[src/rtl/i2c_stat_pkg.sv]
package i2c_stat_pkg;

    localparam int STAT_W = 6;
    localparam int WORD_W = 32;

    // Bit order is the software-visible layout: bit 0 is direction.
    typedef struct packed {
        logic arb_lost;   // bit 5, event
        logic slv_stop;   // bit 4, event
        logic ext_busy;   // bit 3, level
        logic unit_busy;  // bit 2, level
        logic nack;       // bit 1, level
        logic dir;        // bit 0, level
    } stat_t;

    typedef struct packed {
        logic start;
        logic stop;
    } cond_t;

    // Word as returned to software: reserved bits are zero.
    function automatic logic [WORD_W-1:0] to_word(stat_t s);
        logic [WORD_W-1:0] w;
        w = '0;
        w[STAT_W-1:0] = s;
        return w;
    endfunction

endpackage

[src/rtl/i2c_line_sync.sv]
module i2c_line_sync #(
    parameter int W      = 2,
    parameter int STAGES = 2
) (
    input  logic         clk,
    input  logic         rst,
    input  logic [W-1:0] din,
    output logic [W-1:0] dout
);
    logic [W-1:0] chain [STAGES];

    generate
        for (genvar i = 0; i < STAGES; i++) begin : g_stage
            if (i == 0) begin : g_first
                always_ff @(posedge clk) begin
                    if (rst) chain[0] <= '1;
                    else     chain[0] <= din;
                end
            end else begin : g_next
                always_ff @(posedge clk) begin
                    if (rst) chain[i] <= '1;
                    else     chain[i] <= chain[i-1];
                end
            end
        end
    endgenerate

    assign dout = chain[STAGES-1];
endmodule

[src/rtl/i2c_cond_detect.sv]
module i2c_cond_detect
    import i2c_stat_pkg::*;
(
    input  logic  clk,
    input  logic  rst,
    input  logic  scl_s,
    input  logic  sda_s,
    output cond_t cond
);
    logic scl_q, sda_q;

    always_ff @(posedge clk) begin
        if (rst) begin
            scl_q <= 1'b1;
            sda_q <= 1'b1;
        end else begin
            scl_q <= scl_s;
            sda_q <= sda_s;
        end
    end

    always_comb begin
        cond.start = scl_s & scl_q & sda_q & ~sda_s;
        cond.stop  = scl_s & scl_q & ~sda_q & sda_s;
    end

    // a detected condition always follows a data change
    a_r2_cond_on_sda_edge: assert property (@(posedge clk) disable iff (rst)
        (cond.start | cond.stop) |=> $past(sda_s) != $past(sda_q));
endmodule

[src/rtl/i2c_stat_regs.sv]
module i2c_stat_regs
    import i2c_stat_pkg::*;
(
    input  logic  clk,
    input  logic  rst,
    input  cond_t cond,
    input  logic  scl_s,
    input  logic  sda_s,
    input  logic  eng_claim,
    input  logic  eng_slave,
    input  logic  eng_addr_stb,
    input  logic  eng_rw,
    input  logic  eng_ack_stb,
    input  logic  eng_nack,
    input  logic  eng_bit_smp,
    input  logic  eng_sda_hi,
    input  logic  rd_stb,
    output stat_t stat
);
    logic active_q, unit_q, dir_q, nack_q, slv_q, arb_q;
    logic arb_set, slv_set;

    assign arb_set = eng_bit_smp & eng_sda_hi & scl_s & ~sda_s;
    assign slv_set = cond.stop & unit_q & eng_slave;

    always_ff @(posedge clk) begin
        if (rst) begin
            active_q <= 1'b0;
            unit_q   <= 1'b0;
            dir_q    <= 1'b0;
            nack_q   <= 1'b0;
            slv_q    <= 1'b0;
            arb_q    <= 1'b0;
        end else begin
            if (cond.stop)       active_q <= 1'b0;
            else if (cond.start) active_q <= 1'b1;

            if (cond.stop)                  unit_q <= 1'b0;
            else if (eng_claim && active_q) unit_q <= 1'b1;

            if (cond.stop)         dir_q <= 1'b0;
            else if (eng_addr_stb) dir_q <= eng_rw;

            if (eng_ack_stb) nack_q <= eng_nack;

            // set wins over the read clear
            slv_q <= slv_set | (slv_q & ~rd_stb);
            arb_q <= arb_set | (arb_q & ~rd_stb);
        end
    end

    always_comb begin
        stat.arb_lost  = arb_q;
        stat.slv_stop  = slv_q;
        stat.ext_busy  = active_q & ~unit_q;
        stat.unit_busy = unit_q;
        stat.nack      = nack_q;
        stat.dir       = dir_q;
    end

    a_r3_idle_after_stop: assert property (@(posedge clk) disable iff (rst)
        cond.stop |=> !stat.ext_busy && !stat.unit_busy);
    a_r4_unit_within_bus: assert property (@(posedge clk) disable iff (rst)
        stat.unit_busy |-> active_q);
    a_r5_dir_clear_on_stop: assert property (@(posedge clk) disable iff (rst)
        cond.stop |=> !stat.dir);
    a_r9_read_clears_arb: assert property (@(posedge clk) disable iff (rst)
        rd_stb && !arb_set |=> !stat.arb_lost);
    a_r10_set_wins: assert property (@(posedge clk) disable iff (rst)
        arb_set |=> stat.arb_lost);
endmodule

[src/rtl/i2c_rd_port.sv]
module i2c_rd_port
    import i2c_stat_pkg::*;
(
    input  logic              clk,
    input  logic              rst,
    input  logic              rd_stb,
    input  stat_t             stat,
    output logic [WORD_W-1:0] rd_data
);
    always_ff @(posedge clk) begin
        if (rst)         rd_data <= '0;
        else if (rd_stb) rd_data <= to_word(stat);
    end

    a_r1_reserved_zero: assert property (@(posedge clk) disable iff (rst)
        rd_data[WORD_W-1:STAT_W] == '0);
    a_r11_hold_without_strobe: assert property (@(posedge clk) disable iff (rst)
        !rd_stb |=> $stable(rd_data));
endmodule

[src/rtl/i2c_stat_tracker.sv]
module i2c_stat_tracker
    import i2c_stat_pkg::*;
#(
    parameter int SYNC_STAGES = 2
) (
    input  logic        clk,
    input  logic        rst,
    input  logic        scl_in,
    input  logic        sda_in,
    input  logic        eng_claim,
    input  logic        eng_slave,
    input  logic        eng_addr_stb,
    input  logic        eng_rw,
    input  logic        eng_ack_stb,
    input  logic        eng_nack,
    input  logic        eng_bit_smp,
    input  logic        eng_sda_hi,
    input  logic        rd_stb,
    output logic [31:0] rd_data
);
    logic [1:0] lines_s;
    cond_t      cond;
    stat_t      stat;

    i2c_line_sync #(.W(2), .STAGES(SYNC_STAGES)) u_sync (
        .clk  (clk),
        .rst  (rst),
        .din  ({scl_in, sda_in}),
        .dout (lines_s)
    );

    i2c_cond_detect u_cond (
        .clk   (clk),
        .rst   (rst),
        .scl_s (lines_s[1]),
        .sda_s (lines_s[0]),
        .cond  (cond)
    );

    i2c_stat_regs u_regs (
        .clk          (clk),
        .rst          (rst),
        .cond         (cond),
        .scl_s        (lines_s[1]),
        .sda_s        (lines_s[0]),
        .eng_claim    (eng_claim),
        .eng_slave    (eng_slave),
        .eng_addr_stb (eng_addr_stb),
        .eng_rw       (eng_rw),
        .eng_ack_stb  (eng_ack_stb),
        .eng_nack     (eng_nack),
        .eng_bit_smp  (eng_bit_smp),
        .eng_sda_hi   (eng_sda_hi),
        .rd_stb       (rd_stb),
        .stat         (stat)
    );

    i2c_rd_port u_rd (
        .clk     (clk),
        .rst     (rst),
        .rd_stb  (rd_stb),
        .stat    (stat),
        .rd_data (rd_data)
    );
endmodule

[config.mk]
export PLATFORM = sky130hd
export DESIGN_NAME = i2c_stat_tracker
export DESIGN_NICKNAME = d
export VERILOG_FILES = /design/src/rtl/i2c_stat_pkg.sv /design/src/rtl/i2c_line_sync.sv /design/src/rtl/i2c_cond_detect.sv /design/src/rtl/i2c_stat_regs.sv /design/src/rtl/i2c_rd_port.sv /design/src/rtl/i2c_stat_tracker.sv
export SDC_FILE = /design/constraint.sdc
export NUM_CORES = 1
export LEC_CHECK = 0
export BUFFER_PORTS_ARGS = -buffer_cell sky130_fd_sc_hd__buf_2
export CAP_MARGIN = 20
export CORE_ASPECT_RATIO = 0.9
export CORE_MARGIN = 8
export CORE_UTILIZATION = 30
export DETAILED_ROUTE_END_ITERATION = 8
export SYNTH_ARGS = -nofsm -noshare
export SYNTH_HDL_FRONTEND = slang
export SYNTH_SLANG_ARGS = --single-unit
[constraint.sdc]
create_clock -name clk -period 1.6 [get_ports clk]
set_input_delay 0.08 -clock clk [delete_from_list [all_inputs] [get_ports clk]]
set_output_delay 0.08 -clock clk [all_outputs]
set_load 0.1 [all_outputs]
# --- After elaboration in Yosys (flattened, before gate mapping) ---
# Memory sizes are Yosys's and may differ from the RTL's.
# Cells that the tools add are included.
word_totals:
  regBits: 14
  ramBits: 4
  inputBits: 13
  n_memories: 1
memory_table:
  columns: ["name", "words", "width", "read_ports", "rd_ports_with_merged_regs", "write_ports", "line", "source"]
  rows:
  - ["u_sync.chain", 2, 2, 2, 0, 2, "i2c_line_sync.sv:10", "logic [W-1:0] chain [STAGES];"]
op_classes:
  mux: 5
  bitwise: 21
  n_reduce_logical: 2
ops:
  columns: ["op", "count"]
  rows:
  - ["$and A1 B1 Y1", 13]
  - ["$mux W2", 2]
  - ["$not A1 Y1", 4]
  - ["$or A1 B1 Y1", 4]
  - ["$mux W1", 3]
  - ["$reduce_or A2 Y1", 1]
  - ["$logic_and A1 B1 Y1", 1]

# --- Logic depth before layout (Yosys ltp) ---
# Gate-level depths: netlist (run 1).
# An unclocked memory read counts as a cell.
depth:
  word_depth: 7
  ltp_mapped: 3

# --- Modules after synthesis ---
# From an unflattened synthesis (run 1), not the netlist that was laid out.
hier_totals:
  cells_unflattened: 86
  area_unflattened_um2: 838.3
modules_own_cells:
  columns: ["mod", "instances", "cells_per_inst", "area_each_um2", "seq_area_each_um2"]
  rows:
  - ["i2c_rd_port", 1, 46, 412.9, 120.1]
  - ["i2c_stat_regs", 1, 26, 247.7, 120.1]
  - ["i2c_line_sync", 1, 8, 105.1, 80.1]
  - ["i2c_cond_detect", 1, 6, 72.6, 40.0]

# --- Least setup slack after synthesis (run 1) ---
# OpenSTA, ideal clock, no wires.
synth_timing:
  path_kind: "register to register"
  from: "register, netlist name u_rd.rd_data[0]"
  to: "register u_rd.rd_data[0]"
  t_arrival_ns: 1.173
  path_slack_ns: 0.360
  stages_incl_launch_ff: 3
  n_path_buf: 0
  synth_period_minus_slack_ns: 1.240
  cell_sequence: "dfxtp_1 -> mux2i_1 -> nor2_1"
synth_rtl:
  columns: ["element", "line", "source"]
  rows:
  - ["end signal, assigned", "i2c_rd_port.sv:12", "else if (rd_stb) rd_data <= to_word(stat);"]
  - ["end, declared", "i2c_rd_port.sv:8", "output logic [WORD_W-1:0] rd_data"]

# --- Final worst setup path (run 1) ---
layout_timing:
  from: "register u_rd.rd_data[4]"
  to: "output port rd_data[4]"
layout_rtl:
  columns: ["element", "line", "source"]
  rows:
  - ["end, declared", "i2c_stat_tracker.sv:19", "output logic [31:0] rd_data"]
# No word-level cell between the ends.

==> results.json, run 1 <==
{
  "outcome": "complete, no violations",
  "count_of_standard_cell_rows": 18,
  "post_drt_wl_per_cell_um": 10.4,
  "cts_setup_buffers": 0,
  "share_of_synthesized_area_occupied_by_flip_flops_and_latches_pct": 44.2,
  "cts.sinks": 18,
  "drive_gt1_share_pct": 29.2,
  "antenna_found_initial": 0,
  "tns_ns": 0,
  "r2r_start": "u_sync.chain[1][1]$_SDFF_PP1_",
  "vias_in_the_first_global_route": 496,
  "finish.instance_area_um2": 890,
  "critical_path.reg2reg.endpoint": "u_regs.slv_q$_SDFF_PP0_",
  "p_sw_uw": 460,
  "cts.repair.resized": 0,
  "slew_violations": 0,
  "cts_hold_buffers": 2,
  "internal_power_uw": 636,
  "clock_power_share_pct": 25.0,
  "dp_hpwl_mm": 1.15,
  "ff_latch_area_um2": 360,
  "dr_total_vias": 533,
  "hold_class": "input pin to register",
  "grt_max_degree": 18,
  "floorplan.die_area_um2": 4650,
  "crit_path_max_incr_delay_ns": 0.43,
  "final_hold_viol_count": 0,
  "clock_latency_on_the_worst_skew_pair_ns": 0.29,
  "synthToLayoutAreaGrowth_pct": 9.05,
  "overall_global_routing_resource_usage_pct": 5.97,
  "critical_path.startpoint_type": "register",
  "period_minus_slack_ns": 1.15,
  "critical_path_peak_fanout": 2,
  "finalSetupViolations": 0,
  "dpl.cell_count": 130,
  "pwr-share-comb_pct": 31.8,
  "ys_seq_elements": 18,
  "cts-root-to-sink-buffers": 2,
  "buffer_ports.inserted": 18,
  "core-area_um2": 2660,
  "fin_crit_sh_pct": 71.6,
  "multi_input_area_um2": 345,
  "mostFrequentLayoutCells": "sky130_fd_sc_hd__conb_1, sky130_fd_sc_hd__buf_2, sky130_fd_sc_hd__dfxtp_1",
  "global_route.overflow_total": 0,
  "ys.warnings.count": 0,
  "synth.avg_cell_area_um2": 9.60,
  "initial_core_util_pct": 30.7,
  "grt_first_pass_wirelength_mm": 2.21,
  "r2r.worst_path.cells": 3,
  "routed_wl_mm": 1.41,
  "avgViaCountPerCell": 3.92,
  "r2r_slack_ns": 0.57,
  "endpoint": "rd_data[4]",
  "drcViolationCount": 0,
  "firstDrtPassIters": 3,
  "cts_h_tree_depth": 1,
  "power_per_cell_area_nw_per_um2": 1230,
  "fmax_ghz": 0.872,
  "cts_root_buffer": "sky130_fd_sc_hd__clkbuf_4",
  "leak_pwr_nw": 0.439,
  "post_synth_inst_count": 85,
  "drtAntennaViolNets": 0,
  "timing.critical_path.depth": 1,
  "worstPathArrival_ns": 1.07,
  "timing_worst_setup_path_type": "register to output port",
  "cell_with_the_biggest_individual_delay_on_the_critical_path": "sky130_fd_sc_hd__buf_2",
  "dieHeight_um": 65.5,
  "finish.net_count": 120,
  "sequentialPowerShare_pct": 43.1,
  "antennaDiodeCount": 0,
  "tritoncts_clock_tree": "built",
  "area_after_dpl_um2": 833,
  "gp_routability_congestion": 0.647,
  "max-cap-violations": 0,
  "syn_area_um2": 816,
  "drtIter0Drc": 3,
  "yosys.cell_types.count": 19,
  "critPathCaptureType": "output port",
  "grt_setup_unrepaired": "false",
  "path_clk_slew_ns": 0.10,
  "critical_path.n_buffers_inverters": 1,
  "fin_skew_ns": 0.00131,
  "fin_cells": 136,
  "vdd.ir_drop.worst_mv": 0.606,
  "num_io_pins": 45,
  "power.switching_fraction_pct": 42.0,
  "crit_required_ns": 1.52,
  "worstSetupStartpoint": "u_rd.rd_data[4]$_SDFFE_PP0P_",
  "mostFrequentLayoutCell": "sky130_fd_sc_hd__conb_1",
  "die_width_um": 71.0,
  "filler_cell_count": 293,
  "critical_path.cell_chain": "buf_2",
  "tritoncts.num_buffers": 3,
  "crit_family": "buffers and inverters"
}
## power by group through the flow
stage	logic, mW	clock network [mW]	registers [mW]
after global placement	0.342	0	0.482
after detailed placement	0.343	0	0.483
after CTS	0.347	0.287	0.473
after global routing	0.360	0.316	0.475
after floorplan	0.346	0	0.505
final	0.349	0.274	0.472
## synthesized netlist by cell type
library cell                n  area (um2)
sky130_fd_sc_hd__o21ai_0    1        5.00
sky130_fd_sc_hd__nand3b_1   1        7.51
sky130_fd_sc_hd__conb_1     1        3.75
sky130_fd_sc_hd__nor2_1     8        30.0
sky130_fd_sc_hd__or2_2      6        37.5
sky130_fd_sc_hd__buf_4     26         195
sky130_fd_sc_hd__nand2_1    2        7.51
sky130_fd_sc_hd__o21bai_1   1        7.51
sky130_fd_sc_hd__nand2b_1   3        18.8
sky130_fd_sc_hd__nand4b_1   1        8.76
sky130_fd_sc_hd__dfxtp_1   18         360
sky130_fd_sc_hd__or3_1      1        6.26
sky130_fd_sc_hd__a21oi_1    4        20.0
sky130_fd_sc_hd__a21oi_2    1        8.76
sky130_fd_sc_hd__buf_2      1        5.00
sky130_fd_sc_hd__and3b_2    1        10.0
sky130_fd_sc_hd__nand3_2    1        10.0
sky130_fd_sc_hd__mux2i_1    7        70.1
sky130_fd_sc_hd__clkbuf_1   1        3.75
## cell families after synthesis
group | Yosys count | synth area share (%)
buffers and inverters | 28 | 25.0
and+or+nand+nor | 24 | 16.7
DFF | 18 | 44.2
AOI/OAI and AO/OA | 7 | 5.06
muxes | 7 | 8.59
other | 1 | 0.460
## state kept, by name, summed over array words and instances (netlist names)
signal / cells
u_regs.arb_q: 1
u_regs.unit_q: 1
u_cond.sda_q: 1
u_sync.chain: 4
u_regs.slv_q: 1
u_cond.scl_q: 1
u_regs.dir_q: 1
u_regs.active_q: 1
u_rd.rd_data: 6
u_regs.nack_q: 1
## metrics by stage
| step | setup WS, ns | hold slack, ns | power [mW] | util (%) |
|---|---|---|---|---|
| after CTS | 0.438 | 0.0181 | 1.11 | 33.5 |
| after detailed placement | 0.586 | 0.265 | 0.826 | 31.4 |
| after floorplan | 0.360 | 0.184 | 0.850 | - |
| after global placement | 0.617 | 0.264 | 0.824 | 31.4 |
| final | 0.454 | 0.0227 | 1.10 | 33.5 |
| after global routing | 0.389 | 0.0181 | 1.15 | 33.5 |
## worst min path at each step
stage | end | depth (start not counted) | slack [ns] | from
floorplan | u_cond.scl_q$_SDFF_PP1_ | 1 | 0.18 | rst
global placement | u_sync.chain[0][0]$_SDFF_PP1_ | 2 | 0.26 | sda_in
detailed placement | u_sync.chain[0][1]$_SDFF_PP1_ | 2 | 0.27 | scl_in
CTS | u_regs.unit_q$_SDFFE_PP0P_ | 3 | 0.02 | eng_claim
global route | u_regs.nack_q$_SDFFE_PP0P_ | 3 | 0.02 | eng_nack
finish | u_regs.unit_q$_SDFFE_PP0P_ | 3 | 0.02 | eng_claim
## area by class of cell
type | instances | share of cell area (%)
clock buffers | 4 | 4.08
multi-input cells | 64 | 38.8
flip-flops and latches | 18 | 40.5
well taps | 30 | 4.22
repair buffers | 20 | 12.4
## routing by layer
layer | vias to the layer above | share of wire (%) | routed length (um) | GRT usage (%)
li1 | 264 | - | - | -
met1 | 236 | 37 | 522 | 5.21
met2 | 33 | 45 | 641 | 10.3
met3 | 0 | 18 | 248 | 5.02
met4 | 0 | 0 | 0 | 1.55
met5 | - | 0 | 0 | 0
Note: power is estimated with default switching activity, not from simulation.
==> inputs of run 2 (changes only) <==
==> constraint.sdc (replaced) <==
create_clock -name clk -period 1.1 [get_ports clk]
set_input_delay 0.055 -clock clk [delete_from_list [all_inputs] [get_ports clk]]
set_output_delay 0.055 -clock clk [all_outputs]
set_load 0.1 [all_outputs]
==> run 2 against run 1 <==
  * Via count is 0.19% lower
  * Highest routed layer unchanged
  * Critical path depth is 2 higher
  * Critical endpoint is now u_regs.slv_q$_SDFF_PP0_
  * Global-route usage is 0.12 points lower
==> results.json, run 2 (same netlist as run 1, synthesis figures left out) <==
{
  "drtAntennaViolNets": 0,
  "routed_wl_mm": 1.38,
  "finish.net_count": 121,
  "cts_h_tree_depth": 1,
  "utilization_pct": 37.5,
  "outcome": "complete, no violations",
  "overall_global_routing_resource_usage_pct": 5.85,
  "top_layer_used": "met3",
  "critical_path_peak_fanout": 4,
  "hold_slack_ns": 0.00791,
  "final_hold_viol_count": 0,
  "firstDrtPassIters": 2,
  "period_minus_slack_ns": 1.04,
  "cts.repair.resized": 0,
  "path_clk_slew_ns": 0.10,
  "wl_met1_um": 481,
  "mostFrequentLayoutCell": "sky130_fd_sc_hd__conb_1",
  "crit_required_ns": 1.33,
  "dp_worst_setup_slack_ns": 0.0677,
  "num_io_pins": 45,
  "pwr-share-comb_pct": 32.6,
  "r2r.worst_path.cells": 3,
  "detailroute.wirelength.met3_um": 255,
  "grt_first_pass_wirelength_mm": 2.20,
  "power.switching_fraction_pct": 41.3,
  "global_route.overflow_total": 0,
  "critical_path.startpoint_type": "register",
  "r2r_slack_ns": 0.06,
  "max-cap-violations": 0,
  "fin_skew_ns": 0.00343,
  "critPathCaptureType": "register",
  "internal_power_uw": 942,
  "post_drt_wl_per_cell_um": 10.0,
  "tns_ns": 0,
  "worstSetupStartpoint": "u_sync.chain[1][1]$_SDFF_PP1_",
  "critical_path.reg2reg.endpoint": "u_regs.slv_q$_SDFF_PP0_",
  "tritoncts.num_buffers": 3,
  "endpoint": "u_regs.slv_q$_SDFF_PP0_",
  "top_register": "u_rd.rd_data",
  "fmax_ghz": 0.960,
  "filler_cell_count": 277,
  "finish.instance_area_um2": 997,
  "clock_latency_on_the_worst_skew_pair_ns": 0.29,
  "power_per_cell_area_nw_per_um2": 1610,
  "slew_violations": 0,
  "worstPathArrival_ns": 1.27,
  "grt_max_degree": 18,
  "gp_routability_congestion": 0.672,
  "sequentialPowerShare_pct": 43.0,
  "cts_hold_buffers": 3,
  "antenna_found_initial": 0,
  "die_width_um": 71.0,
  "fin_crit_sh_pct": 94.7,
  "final.setup.worst_slack_ns": 0.0581,
  "dieHeight_um": 65.5,
  "dr_total_vias": 532,
  "largest_register_ffs": 6,
  "cts_setup_buffers": 0,
  "timing_worst_setup_path_type": "register to register",
  "met2RoutedLength_um": 638,
  "fin_cells": 137,
  "cts.sinks": 18,
  "floorplan.die_area_um2": 4650,
  "avgViaCountPerCell": 3.88,
  "area_after_dpl_um2": 931,
  "tritoncts_clock_tree": "built",
  "leak_pwr_nw": 0.463,
  "r2r_start": "u_sync.chain[1][1]$_SDFF_PP1_",
  "synthToLayoutAreaGrowth_pct": 22.2,
  "clock_power_share_pct": 24.4,
  "core-area_um2": 2660,
  "p_sw_uw": 664,
  "drcViolationCount": 0,
  "vdd.ir_drop.worst_mv": 0.800,
  "count_of_standard_cell_rows": 18,
  "power.total_mw": 1.61,
  "cts-root-to-sink-buffers": 2,
  "buffer_ports.inserted": 18,
  "finalSetupViolations": 0,
  "grt_setup_unrepaired": "false",
  "hold_class": "input pin to register",
  "dpl.cell_count": 130,
  "dp_hpwl_mm": 1.12,
  "initial_core_util_pct": 30.7,
  "registers_with_the_most_flip_flops": "u_rd.rd_data: 6 flops, u_sync.chain: 4 flops",
  "cts_root_buffer": "sky130_fd_sc_hd__clkbuf_4",
  "mostFrequentLayoutCells": "sky130_fd_sc_hd__conb_1, sky130_fd_sc_hd__buf_2, sky130_fd_sc_hd__dfxtp_1",
  "drtIter0Drc": 4,
  "antennaDiodeCount": 0,
  "drive_gt1_share_pct": 34.6,
  "vias_in_the_first_global_route": 520
}
run 2: worst max-delay path, stage by stage, from the launching register on:
cell and delay (ns):
sky130_fd_sc_hd__dfxtp_1 0.39, sky130_fd_sc_hd__nand3_2 0.09, sky130_fd_sc_hd__or3_1 0.37, sky130_fd_sc_hd__a21oi_2 0.13
run 2: power by group through the flow:
| stage | sequential, mW | clock (mW) | combinational, mW |
|---|---|---|---|
| final | 0.691 | 0.392 | 0.523 |
| after global routing | 0.695 | 0.458 | 0.540 |
| after CTS | 0.691 | 0.415 | 0.521 |
| after detailed placement | 0.707 | 0 | 0.513 |
| after global placement | 0.705 | 0 | 0.512 |
| after floorplan | 0.735 | 0 | 0.503 |
run 2: cell type report:
cell class	instances	area (um2)	area share [%]
timing repair buffer	21	210	21.1
sequential	18	368	36.9
tap	30	37.5	3.76
multi-input combinational	64	345	34.6
clock buffer	4	36.3	3.64
run 2: worst min path at each step:
stage / end / start / depth (start not counted) / slack, ns
6_report: u_regs.nack_q$_SDFFE_PP0P_ / eng_nack / 3 / 0.008
5_1_grt: u_regs.nack_q$_SDFFE_PP0P_ / eng_nack / 3 / 0.01
4_1_cts: u_regs.nack_q$_SDFFE_PP0P_ / eng_nack / 3 / 0.0002
3_5_place_dp: u_sync.chain[0][0]$_SDFF_PP1_ / sda_in / 2 / 0.24
3_3_place_gp: u_sync.chain[0][0]$_SDFF_PP1_ / sda_in / 2 / 0.24
2_1_floorplan: u_cond.scl_q$_SDFF_PP1_ / rst / 1 / 0.16
run 2: per-layer routing:
metal | track usage, % | vias up
met1 | 5.14 | 236
li1 | - | 265
met3 | 5.17 | 0
met2 | 10.5 | 31
met4 | 0 | 0
met5 | 0 | -
